### config.mk
export PLATFORM = sky130hd
export DESIGN_NAME = uart_regbank
export DESIGN_NICKNAME = d
export VERILOG_FILES = /design/src/rtl/uart_regbank_pkg.sv /design/src/rtl/uart_rb_decode.sv /design/src/rtl/uart_rb_store.sv /design/src/rtl/uart_rb_rdmux.sv /design/src/rtl/uart_regbank.sv
export SDC_FILE = /design/constraint.sdc
export NUM_CORES = 1
export LEC_CHECK = 0
export BUFFER_PORTS_ARGS = -buffer_cell sky130_fd_sc_hd__buf_2
export CORE_MARGIN = 1.5
export CORE_UTILIZATION = 50
export CTS_BUF_LIST = sky130_fd_sc_hd__clkbuf_4
export DETAILED_ROUTE_END_ITERATION = 10
export MAX_ROUTING_LAYER = met4
export PLACE_DENSITY = 0.79
export SETUP_SLACK_MARGIN = 0.1
export SLEW_MARGIN = 20
export SYNTH_ARGS = -nofsm -noshare
export SYNTH_HDL_FRONTEND = slang
export SYNTH_SLANG_ARGS = --single-unit
### constraint.sdc
create_clock -name clk -period 3.66 [get_ports clk]
set_input_delay 0.183 -clock clk [delete_from_list [all_inputs] [get_ports clk]]
set_output_delay 0.183 -clock clk [all_outputs]
set_load 0.005 [all_outputs]
### src/rtl/uart_regbank_pkg.sv
package uart_regbank_pkg;
   localparam int NREG = 10;
   // register slot indices
   localparam int IX_HOLD = 0;
   localparam int IX_IER  = 1;
   localparam int IX_ISRF = 2;
   localparam int IX_LCR  = 3;
   localparam int IX_MCR  = 4;
   localparam int IX_LSR  = 5;
   localparam int IX_MSR  = 6;
   localparam int IX_SPR  = 7;
   localparam int IX_DLL  = 8;
   localparam int IX_DLM  = 9;
   // offsets the behaviour depends on
   localparam logic [2:0] OFS_HOLD = 3'd0;
   localparam logic [2:0] OFS_IER  = 3'd1;
   localparam logic [2:0] OFS_ISRF = 3'd2;
   localparam logic [2:0] OFS_LCR  = 3'd3;
   localparam logic [2:0] OFS_MCR  = 3'd4;
   localparam logic [2:0] OFS_LSR  = 3'd5;
   localparam logic [2:0] OFS_MSR  = 3'd6;
   localparam logic [2:0] OFS_SPR  = 3'd7;
   localparam int BANK_BIT = 7;
   typedef logic [NREG-1:0] reg_sel_t;
endpackage

### src/rtl/uart_rb_decode.sv
module uart_rb_decode
   import uart_regbank_pkg::*;
#(
   parameter int AW            = 3,
   parameter bit DIV_BANK_PASS = 1'b0
) (
   input  logic [AW-1:0] addr,
   input  logic          div_bank,
   output reg_sel_t      sel
);
   logic others_ok;

   generate
      if (DIV_BANK_PASS) begin : g_pass
         assign others_ok = 1'b1;
      end else begin : g_block
         assign others_ok = ~div_bank;
      end
   endgenerate

   always_comb begin
      sel = '0;
      unique case (addr)
         OFS_HOLD: if (div_bank) sel[IX_DLL] = 1'b1; else sel[IX_HOLD] = 1'b1;
         OFS_IER:  if (div_bank) sel[IX_DLM] = 1'b1; else sel[IX_IER]  = 1'b1;
         OFS_LCR:  sel[IX_LCR] = 1'b1;
         OFS_ISRF: sel[IX_ISRF] = others_ok;
         OFS_MCR:  sel[IX_MCR]  = others_ok;
         OFS_LSR:  sel[IX_LSR]  = others_ok;
         OFS_MSR:  sel[IX_MSR]  = others_ok;
         OFS_SPR:  sel[IX_SPR]  = others_ok;
         default:  sel = '0;
      endcase
   end
endmodule

### src/rtl/uart_rb_store.sv
module uart_rb_store
   import uart_regbank_pkg::*;
#(
   parameter int          DW      = 8,
   parameter logic [15:0] DIV_RST = 16'h0000
) (
   input  logic          clk,
   input  logic          rst_n,
   input  logic          wr_stb,
   input  logic [DW-1:0] wdata,
   input  reg_sel_t      sel,
   output logic [DW-1:0] ier_q,
   output logic [DW-1:0] fcr_q,
   output logic [DW-1:0] lcr_q,
   output logic [DW-1:0] mcr_q,
   output logic [DW-1:0] spr_q,
   output logic [DW-1:0] dll_q,
   output logic [DW-1:0] dlm_q,
   output logic          fcr_wr_q,
   output logic          push_q,
   output logic [DW-1:0] push_data_q
);
   localparam logic [DW-1:0] ZERO = '0;
   reg_sel_t we;
   assign we = wr_stb ? sel : '0;

   always_ff @(posedge clk or negedge rst_n) begin
      if (!rst_n) begin
         ier_q       <= ZERO;
         fcr_q       <= ZERO;
         lcr_q       <= ZERO;
         mcr_q       <= ZERO;
         spr_q       <= ZERO;
         dll_q       <= DIV_RST[DW-1:0];
         dlm_q       <= DIV_RST[2*DW-1:DW];
         push_data_q <= ZERO;
      end else begin
         if (we[IX_IER])  ier_q       <= wdata;
         if (we[IX_ISRF]) fcr_q       <= wdata;
         if (we[IX_LCR])  lcr_q       <= wdata;
         if (we[IX_MCR])  mcr_q       <= wdata;
         if (we[IX_SPR])  spr_q       <= wdata;
         if (we[IX_DLL])  dll_q       <= wdata;
         if (we[IX_DLM])  dlm_q       <= wdata;
         if (we[IX_HOLD]) push_data_q <= wdata;
      end
   end

   always_ff @(posedge clk or negedge rst_n) begin
      if (!rst_n) begin
         fcr_wr_q <= 1'b0;
         push_q   <= 1'b0;
      end else begin
         fcr_wr_q <= we[IX_ISRF];
         push_q   <= we[IX_HOLD];
      end
   end
endmodule

### src/rtl/uart_rb_rdmux.sv
module uart_rb_rdmux
   import uart_regbank_pkg::*;
#(
   parameter int DW = 8
) (
   input  reg_sel_t      sel,
   input  logic [DW-1:0] src [NREG],
   output logic [DW-1:0] rd
);
   logic [DW-1:0] gated [NREG];

   generate
      for (genvar i = 0; i < NREG; i++) begin : g_gate
         assign gated[i] = src[i] & {DW{sel[i]}};
      end
   endgenerate

   always_comb begin
      rd = '0;
      for (int i = 0; i < NREG; i++) rd = rd | gated[i];
   end
endmodule

### src/rtl/uart_regbank.sv
module uart_regbank
   import uart_regbank_pkg::*;
#(
   parameter int          AW            = 3,
   parameter int          DW            = 8,
   parameter bit          DIV_BANK_PASS = 1'b0,
   parameter logic [15:0] DIV_RST       = 16'h0000
) (
   input  logic          clk,
   input  logic          rst_n,
   input  logic [2:0]    addr,
   input  logic          rd_stb,
   input  logic          wr_stb,
   input  logic [7:0]    wdata,
   output logic [7:0]    rdata,
   input  logic [7:0]    rx_data,
   input  logic [7:0]    int_status,
   input  logic [7:0]    line_status,
   input  logic [7:0]    modem_status,
   output logic          tx_push,
   output logic [7:0]    tx_data,
   output logic          rx_pop,
   output logic          fcr_wr,
   output logic [7:0]    fifo_ctl,
   output logic          fifo_en,
   output logic [7:0]    int_en,
   output logic [7:0]    line_ctl,
   output logic [7:0]    modem_ctl,
   output logic [15:0]   divisor
);
   generate
      if (AW != 3 || DW != 8) begin : g_bad_cfg
         $error("uart_regbank: AW must be 3 and DW must be 8");
      end
   endgenerate

   reg_sel_t      sel;
   logic [DW-1:0] ier_q, fcr_q, lcr_q, mcr_q, spr_q, dll_q, dlm_q, push_data_q;
   logic          fcr_wr_q, push_q;
   logic [DW-1:0] src [NREG];
   logic [DW-1:0] rd_mux;
   logic          pop_q;

   uart_rb_decode #(.AW(AW), .DIV_BANK_PASS(DIV_BANK_PASS)) u_dec (
      .addr     (addr),
      .div_bank (lcr_q[BANK_BIT]),
      .sel      (sel)
   );

   uart_rb_store #(.DW(DW), .DIV_RST(DIV_RST)) u_store (
      .clk         (clk),
      .rst_n       (rst_n),
      .wr_stb      (wr_stb),
      .wdata       (wdata),
      .sel         (sel),
      .ier_q       (ier_q),
      .fcr_q       (fcr_q),
      .lcr_q       (lcr_q),
      .mcr_q       (mcr_q),
      .spr_q       (spr_q),
      .dll_q       (dll_q),
      .dlm_q       (dlm_q),
      .fcr_wr_q    (fcr_wr_q),
      .push_q      (push_q),
      .push_data_q (push_data_q)
   );

   assign src[IX_HOLD] = rx_data;
   assign src[IX_IER]  = ier_q;
   assign src[IX_ISRF] = int_status;
   assign src[IX_LCR]  = lcr_q;
   assign src[IX_MCR]  = mcr_q;
   assign src[IX_LSR]  = line_status;
   assign src[IX_MSR]  = modem_status;
   assign src[IX_SPR]  = spr_q;
   assign src[IX_DLL]  = dll_q;
   assign src[IX_DLM]  = dlm_q;

   uart_rb_rdmux #(.DW(DW)) u_mux (
      .sel (sel),
      .src (src),
      .rd  (rd_mux)
   );

   always_ff @(posedge clk or negedge rst_n) begin
      if (!rst_n) begin
         rdata <= '0;
         pop_q <= 1'b0;
      end else begin
         if (rd_stb) rdata <= rd_mux;
         pop_q <= rd_stb & sel[IX_HOLD];
      end
   end

   assign tx_push   = push_q;
   assign tx_data   = push_data_q;
   assign rx_pop    = pop_q;
   assign fcr_wr    = fcr_wr_q;
   assign fifo_ctl  = fcr_q;
   assign fifo_en   = fcr_q[0];
   assign int_en    = ier_q;
   assign line_ctl  = lcr_q;
   assign modem_ctl = mcr_q;
   assign divisor   = {dlm_q, dll_q};
endmodule

==> impl_metrics.env <==
export IMPL_drive_gt1_frac=0.527
export IMPL_drt_total_wl_mm=9.54
export IMPL_fillers=595
export IMPL_synth_top_area_share=0.517
export IMPL_final_setup_tns_ns=0
export IMPL_antenna_found_initial=0
export IMPL_synth_flop_cell="dfrtp_1"
export IMPL_netlist_top_cells_count="dfrtp_1, mux2_2, nand2_1"
export IMPL_leakagePower_nw=2.06
export IMPL_wl_met1_mm=4.31
export IMPL_top_layer_used="met4"
export IMPL_viasPerCell=5.84
export IMPL_hold_viol=0
export IMPL_dr_pass1_iters=4
export IMPL_antenna_diode_count=0
export IMPL_cts_tree="yes"
export IMPL_initialDrtViolationCount=203
export IMPL_core_mm2=0.00691
export IMPL_cts_root_buffer="clkbuf_4"
export IMPL_dr_wl_met3_um=618
export IMPL_seq_area_frac_synth=0.517
export IMPL_cts_hold_buffers=1
export IMPL_grt_ovfl_total=0
export IMPL_syn_inst=282
export IMPL_arrival_ns=2.81
export IMPL_crit_type="register to register"
export IMPL_cts_max_path_buffers=2
export IMPL_status="finished clean"
export IMPL_port_buffers=114
export IMPL_finalCritPeriodShare=0.683
export IMPL_route_met2_wl_mm=4.44
export IMPL_powerDensity_mw_per_mm2=565
export IMPL_path_clk_slew_ns=0.12
export IMPL_dp_hpwl_mm=6.52
export IMPL_min_path_type="input port to register"
export IMPL_yosysUniqueCellTypes=47
export IMPL_yosysTopAreaCell="dfrtp_1"
export IMPL_nNetsFinal=435
export IMPL_grt_max_degree=76
export IMPL_syn_area_per_cell_um2=12.9
export IMPL_cts_buffers=9
export IMPL_routabilityCongestion=0.861
export IMPL_start_util=0.526
export IMPL_setup_violations=0
export IMPL_synth_area_leaders="dfrtp_1, mux2_2, mux2i_1"
export IMPL_top_level_ports=115
export IMPL_synthesis_area_mm2=0.00363
export IMPL_min_delay_start="rx_data[7]"
export IMPL_yosysWarnings=0
export IMPL_multiInputGateArea_mm2=0.00161
export IMPL_synth_edff_count=0
export IMPL_rows=30
export IMPL_areaGrowthSynthToFinish_pct=19.8
export IMPL_syn_num_nets=329
export IMPL_post_cts_resize_count=0
export IMPL_grt_pass1_wl_mm=14.8
export IMPL_cap_viol_max_count=0
export IMPL_rsz0062_at_grt="false"
export IMPL_max_vdd_ir_drop_uv=390
export IMPL_tightest_slew_ns=0.945
export IMPL_drc_errors=0
export IMPL_seq_area_mm2=0.00188
export IMPL_r2r_start="u_store.lcr_q[7]"
export IMPL_synth_most_common_cell="dfrtp_1"
export IMPL_clock_sinks=75
export IMPL_critPathLaunch="u_store.lcr_q[7]"
export IMPL_required_ns=3.97
export IMPL_async_flop_share=1.00
export IMPL_grt_total_usage=0.266
export IMPL_path_max_fanout=16
export IMPL_fmax_ghz=0.400
export IMPL_slew_headroom=0.370
export IMPL_fp_dieW_um=88.2
export IMPL_htree_num_levels=3
export IMPL_finalPower_mw=2.46
export IMPL_grt_pass1_vias=2786
export IMPL_critical_path_startpoint_type="register"
export IMPL_cts_setup_buffers=0
export IMPL_fin_worst_skew_ns=0.00742
export IMPL_finalCriticalPeriod_ns=2.50
export IMPL_routedWlPerCell_um=19.5
export IMPL_postRouteAntennaNets=0
export IMPL_num_vias=2857
export IMPL_synth_seq_cells=75
export IMPL_clk_latency_ns=0.41
export IMPL_die_h_um=88.2
export IMPL_finalMaxSlewViolations=0
export IMPL_cp_end_kind="register"
export IMPL_die_area_mm2=0.00778
## critical path, cell delays in order (launching register included)
cell and delay [ns]:
dfrtp_1 0.72, buf_4 0.30, nor2b_1 0.61, nand3_2 0.37, mux2_2 0.38
## worst paths after layout
path	end	slack (ns)	depth (start not counted)
setup reg to reg	u_store.dlm_q[5]	1.16	4
setup / recovery	u_store.dlm_q[5]	1.16	4
min in group asynchronous	u_store.fcr_q[5]	0.43	2
hold / removal	rdata[7]	0.10	3
max in group asynchronous	u_store.ier_q[1]	2.62	2
hold reg to reg	u_store.push_data_q[7]	0.51	1
## through the flow
stage               setup WS (ns)   util  cell area [um2]  hold slack, ns  cells
finish                       1.16  0.630             4350           0.102    489
global route                 1.01  0.630             4350          0.0953    489
CTS                          1.19  0.630             4350          0.0872    489
detailed placement           1.13  0.607             4190           0.390    472
global placement             1.23  0.607             4190           0.374    472
floorplan                    2.15      -             3630          -0.113    282
## registers in the layout, summed over array words and instances, names as in the netlist, 8 cells and up
register / cells
u_store.spr_q: 8
u_store.dlm_q: 8
u_store.push_data_q: 8
u_store.mcr_q: 8
rdata: 8
u_store.ier_q: 8
u_store.dll_q: 8
u_store.lcr_q: 8
u_store.fcr_q: 8
## layer usage
metal,GRT usage,up-vias
met5,-,-
met4,0.112,0
met2,0.381,142
met3,0.0364,15
li1,-,1266
met1,0.383,1434
## layout by cell type, fill, tap and decap left out, types with 3 or more instances in the layout
cell type,count
clkinv_2,3
buf_2,113
nand2b_1,4
mux2i_1,8
o21ai_0,4
dfrtp_1,75
a21oi_1,5
nand3_2,3
o22a_1,3
nand3_1,6
a22oi_1,8
nand3b_1,3
nand2_1,10
mux2_2,67
clkbuf_4,9
o32a_1,3
nor3_1,3
and3_1,5
nor2b_1,9
o2111ai_1,3
o2bb2ai_1,3
nor2_1,7
## report_power, final
group | internal, mW | switching [mW]
Clock | 0.269 | 0.285
Combinational | 0.389 | 0.291
Sequential | 1.05 | 0.175
Total | 1.71 | 0.751
## cells by family (layout without fill, tap and decap cells)
logic type	Yosys count	count (layout)	synth area share
multiplexers	77	77	0.242
AO/OA/AOI/OAI	47	47	0.0996
flip-flops	75	75	0.517
AND/OR/NAND/NOR	60	60	0.100
buffers and inverters	23	134	0.0413
## area by class of cell
class | instances | area share
well taps | 96 | 0.0276
multi-input cells | 184 | 0.369
clock buffers | 9 | 0.0155
clock inverters | 7 | 0.0190
repair buffers | 116 | 0.136
flip-flops and latches | 75 | 0.431
inverters | 2 | 0.00173
(Power assumes the default switching activity.)
